===== src/rtl/vdmx_pkg.sv =====
package vdmx_pkg;

   typedef enum logic [1:0] {
      MODE_DUAL   = 2'd0,
      MODE_SINGLE = 2'd1,
      MODE_PAR    = 2'd2
   } in_mode_e;

   // par_in dominates; one_link only chooses between the two multiplexed forms
   function automatic in_mode_e decode_mode(input logic par_in, input logic one_link);
      if (par_in)
         return MODE_PAR;
      else if (one_link)
         return MODE_SINGLE;
      else
         return MODE_DUAL;
   endfunction

endpackage


===== src/rtl/vdmx_sync_align.sv =====
module vdmx_sync_align #(
   parameter int PHW = 2
) (
   input  logic           clk,
   input  logic           rst_n,
   input  logic           cb_sync,
   input  logic           wrap_two,
   output logic [PHW-1:0] phase_now,
   output logic           locked_now,
   output logic           lock_q,
   output logic           fall
);
   logic           sync_d;
   logic [PHW-1:0] phase_q;
   logic [PHW-1:0] phase_nx;

   generate
      if (PHW < 2) begin : g_bad_phw
         $error("vdmx_sync_align: PHW must be at least 2");
      end
   endgenerate

   assign fall       = sync_d & ~cb_sync;
   assign phase_now  = fall ? '0 : phase_q;
   assign locked_now = lock_q | fall;

   always_comb begin
      phase_nx = phase_q;
      if (locked_now) begin
         if (wrap_two)
            phase_nx = {{(PHW-1){1'b0}}, ~phase_now[0]};
         else
            phase_nx = phase_now + 1'b1;
      end
   end

   always_ff @(posedge clk) begin
      if (!rst_n) begin
         sync_d  <= 1'b0;
         phase_q <= '0;
         lock_q  <= 1'b0;
      end else begin
         sync_d  <= cb_sync;
         phase_q <= phase_nx;
         if (fall)
            lock_q <= 1'b1;
      end
   end

   // the word after a falling sync edge is always phase 1
   a_r7_realign: assert property (@(posedge clk) disable iff (!rst_n)
      fall |=> (phase_q == PHW'(1)));

   // once aligned, the lock is kept until reset
   a_r2_lock_sticky: assert property (@(posedge clk) disable iff (!rst_n)
      lock_q |=> lock_q);

endmodule


===== src/rtl/vdmx_word_demux.sv =====
module vdmx_word_demux
   import vdmx_pkg::*;
#(
   parameter int W   = 10,
   parameter int PHW = 2
) (
   input  logic           clk,
   input  logic           rst_n,
   input  in_mode_e       mode,
   input  logic           full_chroma,
   input  logic [PHW-1:0] phase_now,
   input  logic           locked_now,
   input  logic [W-1:0]   din_a,
   input  logic [W-1:0]   din_b,
   input  logic [W-1:0]   din_c,
   input  logic [W-1:0]   din_d,
   output logic           emit,
   output logic [W-1:0]   pix_y,
   output logic [W-1:0]   pix_cb,
   output logic [W-1:0]   pix_cr,
   output logic [W-1:0]   pix_k,
   output logic           pix_cos
);
   typedef struct packed {
      logic [W-1:0] cb_a;
      logic [W-1:0] cb_b;
      logic [W-1:0] cr_a;
      logic [W-1:0] cr_b;
      logic [W-1:0] y0;
      logic [W-1:0] k0;
   } hold_t;

   hold_t hold_q, hold_nx;

   always_comb begin
      hold_nx = hold_q;
      emit    = 1'b0;
      pix_y   = '0;
      pix_cb  = '0;
      pix_cr  = '0;
      pix_k   = '0;
      pix_cos = 1'b0;
      if (locked_now) begin
         case (mode)
            MODE_DUAL: begin
               case (phase_now)
                  PHW'(0): begin
                     hold_nx.cb_a = din_a;
                     hold_nx.cb_b = din_b;
                  end
                  PHW'(1): begin
                     hold_nx.y0 = din_a;
                     hold_nx.k0 = din_b;
                  end
                  PHW'(2): begin
                     hold_nx.cr_a = din_a;
                     hold_nx.cr_b = din_b;
                     emit    = 1'b1;
                     pix_y   = hold_q.y0;
                     pix_cb  = hold_q.cb_a;
                     pix_cr  = din_a;
                     pix_k   = hold_q.k0;
                     pix_cos = 1'b1;
                  end
                  default: begin
                     emit    = 1'b1;
                     pix_y   = din_a;
                     pix_k   = din_b;
                     pix_cb  = full_chroma ? hold_q.cb_b : hold_q.cb_a;
                     pix_cr  = full_chroma ? hold_q.cr_b : hold_q.cr_a;
                     pix_cos = full_chroma;
                  end
               endcase
            end
            MODE_SINGLE: begin
               case (phase_now)
                  PHW'(0): hold_nx.cb_a = din_a;
                  PHW'(1): hold_nx.y0   = din_a;
                  PHW'(2): hold_nx.cr_a = din_a;
                  default: begin
                     emit    = 1'b1;
                     pix_y   = hold_q.y0;
                     pix_cb  = hold_q.cb_a;
                     pix_cr  = hold_q.cr_a;
                     pix_k   = din_a;
                     pix_cos = 1'b1;
                  end
               endcase
            end
            default: begin
               emit  = 1'b1;
               pix_y = din_a;
               pix_k = din_d;
               if (!phase_now[0]) begin
                  hold_nx.cb_a = din_b;
                  hold_nx.cr_a = din_c;
                  pix_cb  = din_b;
                  pix_cr  = din_c;
                  pix_cos = 1'b1;
               end else begin
                  pix_cb  = full_chroma ? din_b : hold_q.cb_a;
                  pix_cr  = full_chroma ? din_c : hold_q.cr_a;
                  pix_cos = full_chroma;
               end
            end
         endcase
      end
   end

   always_ff @(posedge clk) begin
      if (!rst_n)
         hold_q <= '0;
      else
         hold_q <= hold_nx;
   end

   // single link yields at most one pixel per group, never two in a row
   a_r5_single_gap: assert property (@(posedge clk) disable iff (!rst_n)
      (mode == MODE_SINGLE && emit) |=> !(mode == MODE_SINGLE && emit));

   // a carried-over chroma pixel in dual link only ever closes a group
   a_r4_split: assert property (@(posedge clk) disable iff (!rst_n)
      (mode == MODE_DUAL && emit && !pix_cos) |-> (phase_now == PHW'(3)));

   // non-multiplexed input yields a pixel in every aligned cycle
   a_r6_every_cycle: assert property (@(posedge clk) disable iff (!rst_n)
      (mode == MODE_PAR && locked_now) |-> emit);

endmodule


===== src/rtl/vdmx_blank_chan.sv =====
module vdmx_blank_chan #(
   parameter int W   = 10,
   parameter int DEF = 64
) (
   input  logic         clk,
   input  logic         rst_n,
   input  logic         ld,
   input  logic [W-1:0] ld_val,
   input  logic         blank,
   input  logic [W-1:0] din,
   output logic [W-1:0] dout,
   output logic [W-1:0] level
);
   generate
      if (DEF < 0 || DEF >= (1 << W)) begin : g_bad_def
         $error("vdmx_blank_chan: DEF does not fit in W bits");
      end
   endgenerate

   always_ff @(posedge clk) begin
      if (!rst_n)
         level <= W'(DEF);
      else if (ld)
         level <= ld_val;
   end

   assign dout = blank ? level : din;

endmodule


===== src/rtl/video_demux.sv =====
module video_demux
   import vdmx_pkg::*;
#(
   parameter int W            = 10,
   parameter int BLANK_LUMA   = 64,
   parameter int BLANK_CHROMA = 512,
   parameter int BLANK_KEY    = 64
) (
   input  logic         clk,
   input  logic         rst_n,
   input  logic         par_in,
   input  logic         one_link,
   input  logic         full_chroma,
   input  logic         cb_sync,
   input  logic         blank_req,
   input  logic [W-1:0] din_a,
   input  logic [W-1:0] din_b,
   input  logic [W-1:0] din_c,
   input  logic [W-1:0] din_d,
   input  logic         lvl_we,
   input  logic [W-1:0] lvl_y,
   input  logic [W-1:0] lvl_cb,
   input  logic [W-1:0] lvl_cr,
   input  logic [W-1:0] lvl_k,
   output logic         out_valid,
   output logic [W-1:0] out_y,
   output logic [W-1:0] out_cb,
   output logic [W-1:0] out_cr,
   output logic [W-1:0] out_k,
   output logic         out_cosited
);
   localparam int PHW   = 2;
   localparam int NCHAN = 4;

   generate
      if (W < 8 || W > 16) begin : g_bad_w
         $error("video_demux: W must lie between 8 and 16");
      end
   endgenerate

   in_mode_e       mode;
   logic [PHW-1:0] phase_now;
   logic           locked_now, lock_q, fall;
   logic           emit, pix_cos;
   logic [W-1:0]   pix_y, pix_cb, pix_cr, pix_k;
   logic [W-1:0]   raw_ch [NCHAN];
   logic [W-1:0]   new_ch [NCHAN];
   logic [W-1:0]   blk_ch [NCHAN];
   logic [W-1:0]   lvl_ch [NCHAN];

   assign mode = decode_mode(par_in, one_link);

   vdmx_sync_align #(.PHW(PHW)) u_align (
      .clk       (clk),
      .rst_n     (rst_n),
      .cb_sync   (cb_sync),
      .wrap_two  (mode == MODE_PAR),
      .phase_now (phase_now),
      .locked_now(locked_now),
      .lock_q    (lock_q),
      .fall      (fall)
   );

   vdmx_word_demux #(.W(W), .PHW(PHW)) u_demux (
      .clk        (clk),
      .rst_n      (rst_n),
      .mode       (mode),
      .full_chroma(full_chroma),
      .phase_now  (phase_now),
      .locked_now (locked_now),
      .din_a      (din_a),
      .din_b      (din_b),
      .din_c      (din_c),
      .din_d      (din_d),
      .emit       (emit),
      .pix_y      (pix_y),
      .pix_cb     (pix_cb),
      .pix_cr     (pix_cr),
      .pix_k      (pix_k),
      .pix_cos    (pix_cos)
   );

   assign raw_ch[0] = pix_y;
   assign raw_ch[1] = pix_cb;
   assign raw_ch[2] = pix_cr;
   assign raw_ch[3] = pix_k;
   assign new_ch[0] = lvl_y;
   assign new_ch[1] = lvl_cb;
   assign new_ch[2] = lvl_cr;
   assign new_ch[3] = lvl_k;

   generate
      for (genvar i = 0; i < NCHAN; i++) begin : g_blank
         localparam int DEF = (i == 0) ? BLANK_LUMA :
                              (i == 3) ? BLANK_KEY  : BLANK_CHROMA;
         vdmx_blank_chan #(.W(W), .DEF(DEF)) u_chan (
            .clk   (clk),
            .rst_n (rst_n),
            .ld    (lvl_we),
            .ld_val(new_ch[i]),
            .blank (blank_req),
            .din   (raw_ch[i]),
            .dout  (blk_ch[i]),
            .level (lvl_ch[i])
         );
      end
   endgenerate

   always_ff @(posedge clk) begin
      if (!rst_n) begin
         out_valid   <= 1'b0;
         out_y       <= '0;
         out_cb      <= '0;
         out_cr      <= '0;
         out_k       <= '0;
         out_cosited <= 1'b0;
      end else begin
         out_valid <= emit;
         if (emit) begin
            out_y       <= blk_ch[0];
            out_cb      <= blk_ch[1];
            out_cr      <= blk_ch[2];
            out_k       <= blk_ch[3];
            out_cosited <= pix_cos;
         end
      end
   end

   // no pixel is presented without an established alignment
   a_r2_valid_needs_lock: assert property (@(posedge clk) disable iff (!rst_n)
      out_valid |-> lock_q);

   // a blanked pixel carries the levels that were held when it completed
   a_r8_blank_levels: assert property (@(posedge clk) disable iff (!rst_n)
      (emit && blank_req) |=> (out_y == $past(lvl_ch[0]) && out_cb == $past(lvl_ch[1])
                               && out_cr == $past(lvl_ch[2]) && out_k == $past(lvl_ch[3])));

   // a realigning edge word never completes a pixel
   a_r7_edge_no_pixel: assert property (@(posedge clk) disable iff (!rst_n)
      (fall && mode != MODE_PAR) |=> !out_valid);

endmodule


===== config.mk =====
export PLATFORM = sky130hd
export DESIGN_NAME = video_demux
export DESIGN_NICKNAME = d
export VERILOG_FILES = /design/src/rtl/vdmx_pkg.sv /design/src/rtl/vdmx_sync_align.sv /design/src/rtl/vdmx_word_demux.sv /design/src/rtl/vdmx_blank_chan.sv /design/src/rtl/video_demux.sv
export SDC_FILE = /design/constraint.sdc
export NUM_CORES = 1
export LEC_CHECK = 0
export CAP_MARGIN = 20
export CORE_ASPECT_RATIO = 1.2
export CORE_MARGIN = 8
export CORE_UTILIZATION = 49
export DETAILED_ROUTE_END_ITERATION = 16
export GPL_TIMING_DRIVEN = 0
export PLACE_DENSITY = 0.77
export SYNTH_ARGS = -nofsm -noshare
export SYNTH_HDL_FRONTEND = slang
export SYNTH_HIERARCHICAL = 1
export SYNTH_SLANG_ARGS = --single-unit
export TNS_END_PERCENT = 10

===== constraint.sdc =====
create_clock -name clk -period 2.35 [get_ports clk]
set_clock_uncertainty 0.05 [all_clocks]
set_input_delay 0.5875 -clock clk [delete_from_list [all_inputs] [get_ports clk]]
set_output_delay 0.5875 -clock clk [all_outputs]
set_load 0.03 [all_outputs]

# [Word-level counts from Yosys, hierarchy flattened]
# Index checks and enable logic that the tools add are counted.
[word_totals] ff_bits=146 latchBits=0 ramBits=0 romBits=0 inputBits=88 n_memories=0
[op_classes] add_sub_neg=1 mul=0 div=0 magnitude_cmp=0 n_eq_ne=11 n_shift=0 n_mux=49 bitwise_logic=4 n_reduce_logical=11
[op_table] cell="$mux 10" n=23
[op_table] cell="$pmux 10 s2" n=11
[op_table] cell="$mux 20" n=3
[op_table] cell="$ne 2x2->1 const B" n=6
[op_table] cell="$reduce_and 4->1" n=3
[op_table] cell="$reduce_and 3->1" n=3
[op_table] cell="$mux 1" n=6
[op_table] cell="$mux 2" n=3
[op_table] cell="$pmux 1 s2" n=3
[op_table] cell="$eq 2x1->1 const B" n=2
[op_table] cell="$eq 2x2->1 const B" n=2
[op_table] cell="$logic_not 2->1" n=2
[op_table] cell="$ne 3x1->1 const B" n=1
[op_table] cell="$reduce_or 3->1" n=1
[op_table] cell="$add 2x1->2 const B" n=1
[op_table] cell="$not 1->1" n=2
[op_table] cell="$reduce_bool 2->1" n=1
[op_table] cell="$reduce_or 2->1" n=1
[op_table] cell="$and 1x1->1" n=1
[op_table] cell="$or 1x1->1" n=1

# [Longest topological paths before layout]
# Gate-level depths: netlist of the first run.
[depth] ltp_word=9 ltp_mapped=11

# [Cells and area by module]
# The synthesis of the first run kept the hierarchy.
[by_module_without_submodules] module="vdmx_word_demux" n_inst=1 cells_per_inst=536 area_each_um2=4217.8 seq_area_each_um2=1201.2
[by_module_without_submodules] module="vdmx_blank_chan" n_inst=4 cells_per_inst=42 area_each_um2=533.0 seq_area_each_um2=200.2
[by_module_without_submodules] module="video_demux" n_inst=1 cells_per_inst=136 area_each_um2=1630.3 seq_area_each_um2=840.8
[by_module_without_submodules] module="vdmx_sync_align" n_inst=1 cells_per_inst=18 area_each_um2=176.4 seq_area_each_um2=80.1

# [Least setup slack after synthesis of the first run]
# No wires, ideal clock.
[synth_timing] path_type="input -> register" from="in cb_sync" to="reg out_k[0]" setup_ns=0.116 arrival_time_ns=2.253 t_required_ns=2.184 slack_ns=-0.069 cell_stages=11 cell_sequence="nand2b_4 and2_1 buf_4 buf_6 and2_1 clkbuf_1 a221oi_1 nor2_1 mux2_4 mux2i_1 nor2b_1"
[synth_rtl] item="start: declaration" line_no="video_demux.sv:14" text="input logic cb_sync,"
[synth_rtl] item="end signal: assignment" line_no="video_demux.sv:123" text="out_k <= blk_ch[3];"
[synth_rtl] item="end: declaration" line_no="video_demux.sv:29" text="output logic [W-1:0] out_k,"

==> results of run 1 <==
[worst paths after layout]
kind	from	end	slack (ps)	cells past startpoint
worst max-delay path	full_chroma	out_cr[3]	-2	9
worst min-delay path	u_demux/hold_q[19]	u_demux/hold_q[19]	400	2
worst max register to register	u_align/phase_q[0]	out_cr[3]	180	8
worst min register to register	u_demux/hold_q[19]	u_demux/hold_q[19]	400	2
[metrics by stage]
step	utilization	hold slack [ps]	power, mW
after floorplan	-	387	3.30
after global placement	0.600	392	3.69
after detailed placement	0.599	397	3.70
after CTS	0.667	405	6.40
after global routing	0.668	429	6.61
final	0.668	405	6.40
[layout by cell type, fill, tap and decap left out, drive strengths merged, types with 3 or more instances in the layout]
| cell type | n |
|---|---|
| mux2i | 96 |
| o21ai | 52 |
| inv | 5 |
| nand2 | 48 |
| mux2 | 60 |
| dfxtp | 146 |
| nand4 | 4 |
| o211ai | 10 |
| nor2b | 80 |
| a31oi | 5 |
| nand2b | 5 |
| nor2 | 13 |
| clkinv | 8 |
| a221oi | 24 |
| buf | 71 |
| clkinvlp | 4 |
| a311oi | 26 |
| dlygate4sd2 | 3 |
| and3b | 8 |
| a211oi | 5 |
| nor3b | 3 |
| a21oi | 87 |
| and2 | 7 |
| and4bb | 3 |
| nand3 | 67 |
| o221ai | 3 |
| clkbuf | 45 |
| clkdlybuf4s50 | 123 |
[metal layers]
metal  share of wire  routed length [um]  GRT usage
met2            0.48               13000      0.421
met1            0.40               10600      0.302
met3           0.082                2190     0.0536
met5               0                   0          0
met4           0.039                1050      0.124
[power by group through the flow]
| stage | clock, mW | sequential (mW) | combinational, mW |
|---|---|---|---|
| after floorplan | 0 | 2.69 | 0.614 |
| after global placement | 0 | 2.68 | 1.01 |
| after detailed placement | 0 | 2.68 | 1.02 |
| after CTS | 2.65 | 2.63 | 1.12 |
| after global routing | 2.76 | 2.64 | 1.21 |
| final | 2.62 | 2.63 | 1.15 |
[critical path, delay by kind of cell]
| family | cells | cell delay, ps |
|---|---|---|
| mux | 2 | 500 |
| simple gates | 2 | 270 |
| buf+inv | 3 | 910 |
| compound gates | 2 | 330 |
[flip-flops by register name (all words and copies together), names as in the netlist]
name,flops
g_blank.u_chan/level,40
out_cb,10
out_cosited,1
out_cr,10
out_k,10
out_valid,1
out_y,10
u_align/lock_q,1
u_align/phase_q,2
u_align/sync_d,1
u_demux/hold_q,60
[area by class of cell]
type,count,area (um^2),area share
Buffer,79,651,0.0599
Clock buffer,18,439,0.0404
Clock inverter,14,131,0.0121
Inverter,4,15.0,0.00138
Multi-Input combinational cell,627,5000,0.460
Sequential cell,146,2920,0.269
Tap cell,212,265,0.0244
Timing Repair Buffer,145,1440,0.133
[what timing repair did]
action                                  in CTS  in global routing
gates resized for setup                     84                 14
hold buffers                                 0                  0
setup buffers                               14                  0
pin swaps                                   20                  2
endpoints found under the setup margin      42                 23
cloned                                       4                  0
endpoints found under the hold margin        0                  0
==> flow_metrics.env, run 1 <==
export IMPL_cp_data_required_time_ps=2610
export IMPL_drv_cap=0
export IMPL_setup_viol=1
export IMPL_routed_via_density=6.07
export IMPL_number_of_inserted_filler_cells_in_the_final_layout=1266
export IMPL_boundaryPins=130
export IMPL_final_antenna_net_count=0
export IMPL_clock_sink_count=146
export IMPL_initial_core_util=0.501
export IMPL_avgRoutedWirePerCell_um=21.6
export IMPL_layout_min_cycle_time_ps=2350
export IMPL_post_synth_inst_count=857
export IMPL_max_fanout_on_critical_path=10
export IMPL_switching_part_of_the_total_power=0.278
export IMPL_critical_path_arrival_ps=2610
export IMPL_status="finished, violations left"
export IMPL_peak_ir_drop_on_the_vdd_network_mv=0.474
export IMPL_rsz0062_at_grt="true"
export IMPL_wirelength_mm=26.9
export IMPL_dpl_cell_area_um2=9750
export IMPL_post_layout_nets=1108
export IMPL_syn_nets=945
export IMPL_setup_slack_ps=-1.83
export IMPL_finish_cell_count_without_fillers=1245
export IMPL_crit_path_kind="in -> reg"
export IMPL_design_die_area_um2=21000
export IMPL_chipHeight_um=157
export IMPL_dpl_worst_slack_ps=-880
export IMPL_cts_tree="yes"
export IMPL_critPathCaptureType="flip-flop"
export IMPL_switching_power_mw=1.78
export IMPL_area_growth_syn_to_layout_pct=33.3
export IMPL_type_of_the_most_critical_hold_path="reg -> reg"
export IMPL_layout_cell_area_excl_fill_um2=10900
export IMPL_yosysWarningCount=6
export IMPL_power_density_cell_area_nw_per_um2=589
export IMPL_mappedNetlistArea_um2=8150
export IMPL_relative_slew_slack=0.395
export IMPL_p_clk_frac=0.410
export IMPL_final_period_utilization=1.00
export IMPL_htree_num_levels=4
export IMPL_critPathMaxStageDelay_ps=550
export IMPL_grt_resource_usage_total=0.252
export IMPL_max_clk_rate_mhz=425
export IMPL_grt_max_degree=52
export IMPL_final_total_negative_setup_slack_ps=-1.83
export IMPL_violations="negative setup slack"
export IMPL_grt_pass1_vias=7555
export IMPL_path_cells="clkdlybuf4s50_1, buf_6, buf_6, and3b_1, a211oi_2, a311oi_2, mux2_4, mux2i_1, nor2b_1"
export IMPL_route_detailed_drc=0
export IMPL_clkSlewWorstSetupHoldPaths_ps=60
export IMPL_finalHoldViolations=0
export IMPL_final_weighted_congestion_of_routability_driven_global_placement=0.946
export IMPL_master_cell_of_the_clock_root_buffer="sky130_fd_sc_hd__clkbuf_16"
export IMPL_clock_path_buffers=2
export IMPL_tritoncts_num_buffers=17
export IMPL_clock_latency_ps=430
export IMPL_drt_iter0_markers=861
export IMPL_crit_path_top_delay_cell="sky130_fd_sc_hd__clkdlybuf4s50_1"
export IMPL_static_leakage_nw=3.95
export IMPL_fp_row_count=51
export IMPL_numPlacedInstances=1196
export IMPL_antenna_found_initial=0
export IMPL_worstMarginPinSlew_ps=908
export IMPL_pwr_share_seq=0.411
export IMPL_synth_avg_cell_area_um2=9.51
export IMPL_final_max_slew_violation_count=0
export IMPL_die_width_um=134
export IMPL_number_of_antenna_repair_diodes=0
export IMPL_grt_overflow_total=0
export IMPL_grt_first_pass_wirelength_mm=41.8
export IMPL_drt_pass1_iterations=6
export IMPL_num_vias=7560
export IMPL_power_share_combinational=0.179
export IMPL_numPortBuffers=127
export IMPL_worst_setup_path_start_kind="input port"
export IMPL_place_detailed_hpwl_mm=18.8
export IMPL_critPathMostFrequentCell="sky130_fd_sc_hd__buf_6"
export IMPL_share_of_cells_above_drive_strength_1=0.222
export IMPL_internal_power_mw=4.62
export IMPL_core_area_um2=16300
Power figures use the tool's default switching activity.
==> run 2: changes to the inputs <==
--- a/config.mk
+++ b/config.mk
@@ -7,7 +7,7 @@
 export LEC_CHECK = 0
 export CAP_MARGIN = 20
 export CORE_ASPECT_RATIO = 1.2
-export CORE_MARGIN = 8
+export CORE_MARGIN = 1
 export CORE_UTILIZATION = 49
 export DETAILED_ROUTE_END_ITERATION = 16
 export GPL_TIMING_DRIVEN = 0
==> run 2 against run 1 <==
- the flow now finishes without violations
- critical path depth is 3 higher
- total power is 2.1% higher
- clock power is 4% higher
- global-route usage is 5.1 points higher
- critical path type unchanged
- largest power group is now clock
==> flow_metrics.env, run 2 (synthesis gave the netlist of run 1 again) <==
export IMPL_area_growth_syn_to_layout_pct=35.1
export IMPL_rsz0062_at_grt="true"
export IMPL_relative_slew_slack=0.415
export IMPL_layout_common_cells="sky130_fd_sc_hd__dfxtp_1, sky130_fd_sc_hd__clkdlybuf4s50_1, sky130_fd_sc_hd__mux2i_1"
export IMPL_cp_data_required_time_ps=2660
export IMPL_post_layout_nets=1118
export IMPL_grt_overflow_total=0
export IMPL_worstHoldStart="u_demux/hold_q[18]"
export IMPL_wirelength_mm=26.2
export IMPL_drv_cap=0
export IMPL_layout_min_cycle_time_ps=2350
export IMPL_master_cell_of_the_clock_root_buffer="sky130_fd_sc_hd__clkbuf_16"
export IMPL_chipHeight_um=143
export IMPL_grt_max_degree=52
export IMPL_number_of_antenna_repair_diodes=0
export IMPL_fp_row_count=51
export IMPL_drt_iter0_markers=887
export IMPL_worst_hold_path_endpoint="u_demux/hold_q[18]"
export IMPL_routed_via_density=6.14
export IMPL_multiInputGateArea_um2=5020
export IMPL_status="complete, no violations"
export IMPL_boundaryPins=130
export IMPL_cts_tree="yes"
export IMPL_power_density_cell_area_nw_per_um2=593
export IMPL_reg2reg_depth=11
export IMPL_share_of_cells_above_drive_strength_1=0.231
export IMPL_critical_path_arrival_ps=2660
export IMPL_hold_path_depth=2
export IMPL_design_die_area_um2=17200
export IMPL_peak_ir_drop_on_the_vdd_network_mv=0.450
export IMPL_setup_slack_ps=3.01
export IMPL_finalHoldViolations=0
export IMPL_final_common_cell="sky130_fd_sc_hd__dfxtp_1"
export IMPL_number_of_inserted_filler_cells_in_the_final_layout=1292
export IMPL_rr_startpoint="u_align/sync_d"
export IMPL_r2r_setup_slack_ps=70
export IMPL_core_area_um2=16300
export IMPL_crit_path_kind="in -> reg"
export IMPL_grt_first_pass_wirelength_mm=39.7
export IMPL_numPortBuffers=127
export IMPL_clkSlewWorstSetupHoldPaths_ps=60
export IMPL_drt_pass1_iterations=8
export IMPL_clock_latency_ps=420
export IMPL_num_vias=7703
export IMPL_setup_viol=0
export IMPL_die_width_um=120
export IMPL_finish_cell_count_without_fillers=1255
export IMPL_grt_pass1_vias=7361
export IMPL_grt_resource_usage_total=0.303
export IMPL_initial_core_util=0.501
export IMPL_avgRoutedWirePerCell_um=20.8
export IMPL_htree_num_levels=4
export IMPL_max_fanout_on_critical_path=7
export IMPL_largest_register_ffs=60
export IMPL_place_detailed_hpwl_mm=17.6
export IMPL_clock_sink_count=146
export IMPL_worst_setup_path_start_kind="input port"
export IMPL_numPlacedInstances=1196
export IMPL_critPathCaptureType="flip-flop"
export IMPL_final_period_utilization=0.999
export IMPL_critical_path_reg2reg_endpoint="out_k[9]"
export IMPL_antenna_found_initial=0
export IMPL_final_antenna_net_count=0
export IMPL_layout_area_seq_um2=2920
export IMPL_critical_path_startpoint="cb_sync"
export IMPL_reg_largest_list="u_demux/hold_q: 60 flops, g_blank.u_chan/level: 40 flops"
export IMPL_final_weighted_congestion_of_routability_driven_global_placement=0.965
export IMPL_final_max_slew_violation_count=0
export IMPL_type_of_the_most_critical_hold_path="reg -> reg"
export IMPL_static_leakage_nw=4.03
export IMPL_tritoncts_num_buffers=17
export IMPL_max_clk_rate_mhz=426
export IMPL_worstMarginPinSlew_ps=878
export IMPL_clock_path_buffers=2
export IMPL_dpl_worst_slack_ps=-909
export IMPL_route_detailed_drc=0
export IMPL_power_mw=6.53
export IMPL_largest_register="u_demux/hold_q"
[run 2: cell types whose count changed in the layout (fill, tap and decap cells not counted), sizes merged, moves of 2 or more]
| cell | previous run | this run |
|---|---|---|
| inv | 5 | 1 |
| buf | 71 | 78 |
| dlygate4sd2 | 3 | 1 |
| bufinv | 1 | 3 |
| clkinv | 8 | 11 |
[run 2: final cells by class]
cell class,instances,share of cell area
Multi-Input combinational cell,627,0.456
Sequential cell,146,0.265
Timing Repair Buffer,155,0.140
Buffer,79,0.0591
Clock buffer,17,0.0386
Tap cell,212,0.0241
Clock inverter,15,0.0152
Inverter,4,0.00136
[run 2: power by group]
group	internal (mW)	total, mW	switching, mW
logic	0.574	1.18	0.601
registers	2.57	2.63	0.0617
clock network	1.66	2.73	1.07
[run 2: worst max path at each step]
stage,endpoint,depth (start not counted),slack [ps]
6_report,out_k[9],12,3
3_3_place_gp,u_demux/hold_q[32],4,-1280
3_5_place_dp,out_cr[5],12,-910
5_1_grt,out_k[9],12,-10
4_1_cts,out_k[7],10,-20
2_1_floorplan,out_k[0],11,20
[run 2: critical path: stages]
cell,delay (ps)
sky130_fd_sc_hd__clkdlybuf4s15_1,170
sky130_fd_sc_hd__nand2b_4,150
sky130_fd_sc_hd__and2_4,210
sky130_fd_sc_hd__buf_12,150
sky130_fd_sc_hd__nor3b_4,220
sky130_fd_sc_hd__buf_6,140
sky130_fd_sc_hd__bufbuf_16,250
sky130_fd_sc_hd__nand3_1,90
sky130_fd_sc_hd__a31oi_1,310
sky130_fd_sc_hd__mux2_4,210
sky130_fd_sc_hd__mux2i_1,60
sky130_fd_sc_hd__nor2b_1,100
[run 2: per-layer routing]
metal  vias up  track usage  share of wire
li1       3489            -              -
met3       131       0.0683          0.094
met1      3566        0.369           0.38
met5         -            0              0
met2       517        0.494           0.47
met4         0        0.171          0.051
[run 2: what timing repair did]
item / CTS / global route
gates cloned: 5 / 0
hold buffers: 0 / 0
resized for setup: 69 / 33
endpoints found under the setup margin: 42 / 41
buffers inserted: 14 / 9
pin swaps: 24 / 13
[run 2: through the flow]
stage	hold WS [ps]	instance area, um^2	utilization	TNS (ps)
2_1_floorplan	387	8220	-	0
3_3_place_gp	392	9760	0.600	-118590
3_5_place_dp	397	9750	0.599	-54660
4_1_cts	405	10800	0.665	-68.3
5_1_grt	427	11000	0.677	-11.6
6_report	405	11000	0.677	0
==> run 3: changes to the inputs <==
==> constraint.sdc (replaced) <==
create_clock -name clk -period 2.1 [get_ports clk]
set_clock_uncertainty 0.05 [all_clocks]
set_input_delay 0.525 -clock clk [delete_from_list [all_inputs] [get_ports clk]]
set_output_delay 0.525 -clock clk [all_outputs]
set_load 0.03 [all_outputs]
==> run 3 against run 2 <==
- the run now ends with negative setup slack left
- total power increased by 14%
- wire length increased by 6.6%
- final cell count increased by 0.88%
- sequential cell count unchanged
- setup slack got worse by 110 ps
- count of clock-buffer cells in the layout increased by 1
- non-clock buffer count increased by 11
- highest routed layer unchanged
- die area unchanged
- hold slack got worse by 150 ps
- clock power increased by 15%
- sequential power increased by 12%
- sequential share of layout area decreased by 0.39 points
==> flow_metrics.env, run 3 (synthesis gave the netlist of run 1 again) <==
export IMPL_final_antenna_net_count=0
export IMPL_largest_register="u_demux/hold_q"
export IMPL_critical_path_cell_count=11
export IMPL_chipHeight_um=143
export IMPL_power_density_cell_area_nw_per_um2=667
export IMPL_routed_via_density=6.24
export IMPL_worstSetupEndpoint="out_cr[9]"
export IMPL_worst_setup_path_start_kind="flip-flop"
export IMPL_wirelength_mm=27.9
export IMPL_tritoncts_num_buffers=17
export IMPL_crit_buf_inv=3
export IMPL_hold_buffers_post_cts=0
export IMPL_avgRoutedWirePerCell_um=22.0
export IMPL_reg_largest_list="u_demux/hold_q: 60 flops, g_blank.u_chan/level: 40 flops"
export IMPL_grt_first_pass_wirelength_mm=41.4
export IMPL_finish_cell_count_without_fillers=1266
export IMPL_crit_path_kind="reg -> reg"
export IMPL_final_period_utilization=1.05
export IMPL_fp_row_count=51
export IMPL_relative_slew_slack=0.579
export IMPL_critPathMaxStageDelay_ps=390
export IMPL_path_cells="nand2b_4, and2_4, buf_6, buf_12, buf_12, nor3b_1, o21ai_1, a221oi_2, mux2_4, mux2i_1, nor2b_1"
export IMPL_htree_num_levels=4
export IMPL_layout_min_cycle_time_ps=2210
export IMPL_grt_pass1_vias=7368
export IMPL_design_die_area_um2=17200
export IMPL_post_layout_nets=1129
export IMPL_grt_overflow_total=0
export IMPL_critical_path_reg2reg_endpoint="out_cr[9]"
export IMPL_critical_path_startpoint="u_align/sync_d"
export IMPL_antenna_found_initial=0
export IMPL_drv_cap=0
export IMPL_core_area_um2=16300
export IMPL_critPathCaptureType="flip-flop"
export IMPL_rr_startpoint="u_align/sync_d"
export IMPL_drt_pass1_iterations=7
export IMPL_status="finished, violations left"
export IMPL_rsz0062_at_grt="true"
export IMPL_number_of_antenna_repair_diodes=0
export IMPL_numPlacedInstances=1196
export IMPL_violations="negative setup slack"
export IMPL_share_of_cells_above_drive_strength_1=0.246
export IMPL_layout_common_cells="sky130_fd_sc_hd__dfxtp_1, sky130_fd_sc_hd__clkdlybuf4s50_1, sky130_fd_sc_hd__mux2i_1"
export IMPL_initial_core_util=0.501
export IMPL_clock_path_buffers=2
export IMPL_final_weighted_congestion_of_routability_driven_global_placement=0.976
export IMPL_power_mw=7.45
export IMPL_cts_tree="yes"
export IMPL_numPortBuffers=127
export IMPL_critical_path_arrival_ps=2530
export IMPL_clock_sink_count=146
export IMPL_route_detailed_drc=0
export IMPL_critical_path_top_delay_family="simple AND/OR/NAND/NOR gates"
export IMPL_r2r_setup_slack_ps=-110
export IMPL_reg2reg_depth=11
export IMPL_final_common_cell="sky130_fd_sc_hd__dfxtp_1"
export IMPL_clkSlewWorstSetupHoldPaths_ps=60
export IMPL_finalHoldViolations=0
export IMPL_die_width_um=120
export IMPL_grt_resource_usage_total=0.316
export IMPL_crit_path_top_delay_cell="sky130_fd_sc_hd__a221oi_2"
export IMPL_drt_iter0_markers=1120
export IMPL_static_leakage_nw=4.15
export IMPL_place_detailed_hpwl_mm=18.0
export IMPL_setup_slack_ps=-111
export IMPL_max_clk_rate_mhz=452
export IMPL_grt_max_degree=52
export IMPL_area_growth_syn_to_layout_pct=37.1
export IMPL_cp_data_required_time_ps=2420
export IMPL_final_max_slew_violation_count=0
export IMPL_type_of_the_most_critical_hold_path="in -> reg"
export IMPL_num_vias=7903
export IMPL_critPathMostFrequentCell="sky130_fd_sc_hd__buf_12"
export IMPL_max_fanout_on_critical_path=9
export IMPL_master_cell_of_the_clock_root_buffer="sky130_fd_sc_hd__clkbuf_16"
export IMPL_clock_latency_ps=430
export IMPL_largest_register_ffs=60
export IMPL_boundaryPins=130
export IMPL_worstMarginPinSlew_ps=631
export IMPL_peak_ir_drop_on_the_vdd_network_mv=0.479
export IMPL_setup_viol=27
## run 3: final cells by class
class / count / area [um^2]
Buffer: 76 / 658
Clock buffer: 18 / 439
Clock inverter: 14 / 166
Fill cell: 1233 / 5090
Inverter: 4 / 15.0
Multi-Input combinational cell: 627 / 4950
Sequential cell: 146 / 2920
Tap cell: 212 / 265
Timing Repair Buffer: 169 / 1760
## run 3: report_power, final
part | total, mW | leakage [nW] | internal [mW] | switching (mW)
Clock | 3.14 | 0.294 | 1.82 | 1.32
Combinational | 1.37 | 2.66 | 0.672 | 0.694
Sequential | 2.94 | 1.19 | 2.87 | 0.0719
Total | 7.45 | 4.15 | 5.37 | 2.09
## run 3: worst min-delay path by stage
stage          cells after the start               start            endpoint
6_report                           2             cb_sync      u_align/sync_d
3_3_place_gp                       2  u_demux/hold_q[13]  u_demux/hold_q[13]
2_1_floorplan                      2  u_demux/hold_q[10]  u_demux/hold_q[10]
3_5_place_dp                       2  u_demux/hold_q[19]  u_demux/hold_q[19]
4_1_cts                            2             cb_sync      u_align/sync_d
5_1_grt                            2             cb_sync      u_align/sync_d
## run 3: per-stage QoR
step	hold slack, ps	util	setup TNS, ps	instance area [um^2]	setup WS, ps
CTS	252	0.675	-8.62	11000	-3.85
detailed placement	398	0.602	-63070	9790	-905
global placement	393	0.602	-129360	9790	-1370
global route	270	0.687	-3690	11200	-168
floorplan	387	-	-1900	8260	-79.5
finish	256	0.687	-861	11200	-111
## run 3: what timing repair did
item	CTS	global route
cloned	7	3
setup endpoints to repair	78	84
pin swaps	22	20
resized for setup	85	33
buffers inserted	22	11
## run 3: routing by layer
layer	vias up	GRT usage	share of wire
met2	560	0.518	0.46
met1	3678	0.382	0.38
li1	3514	-	-
met4	0	0.200	0.066
met3	151	0.0599	0.096
met5	-	0	0
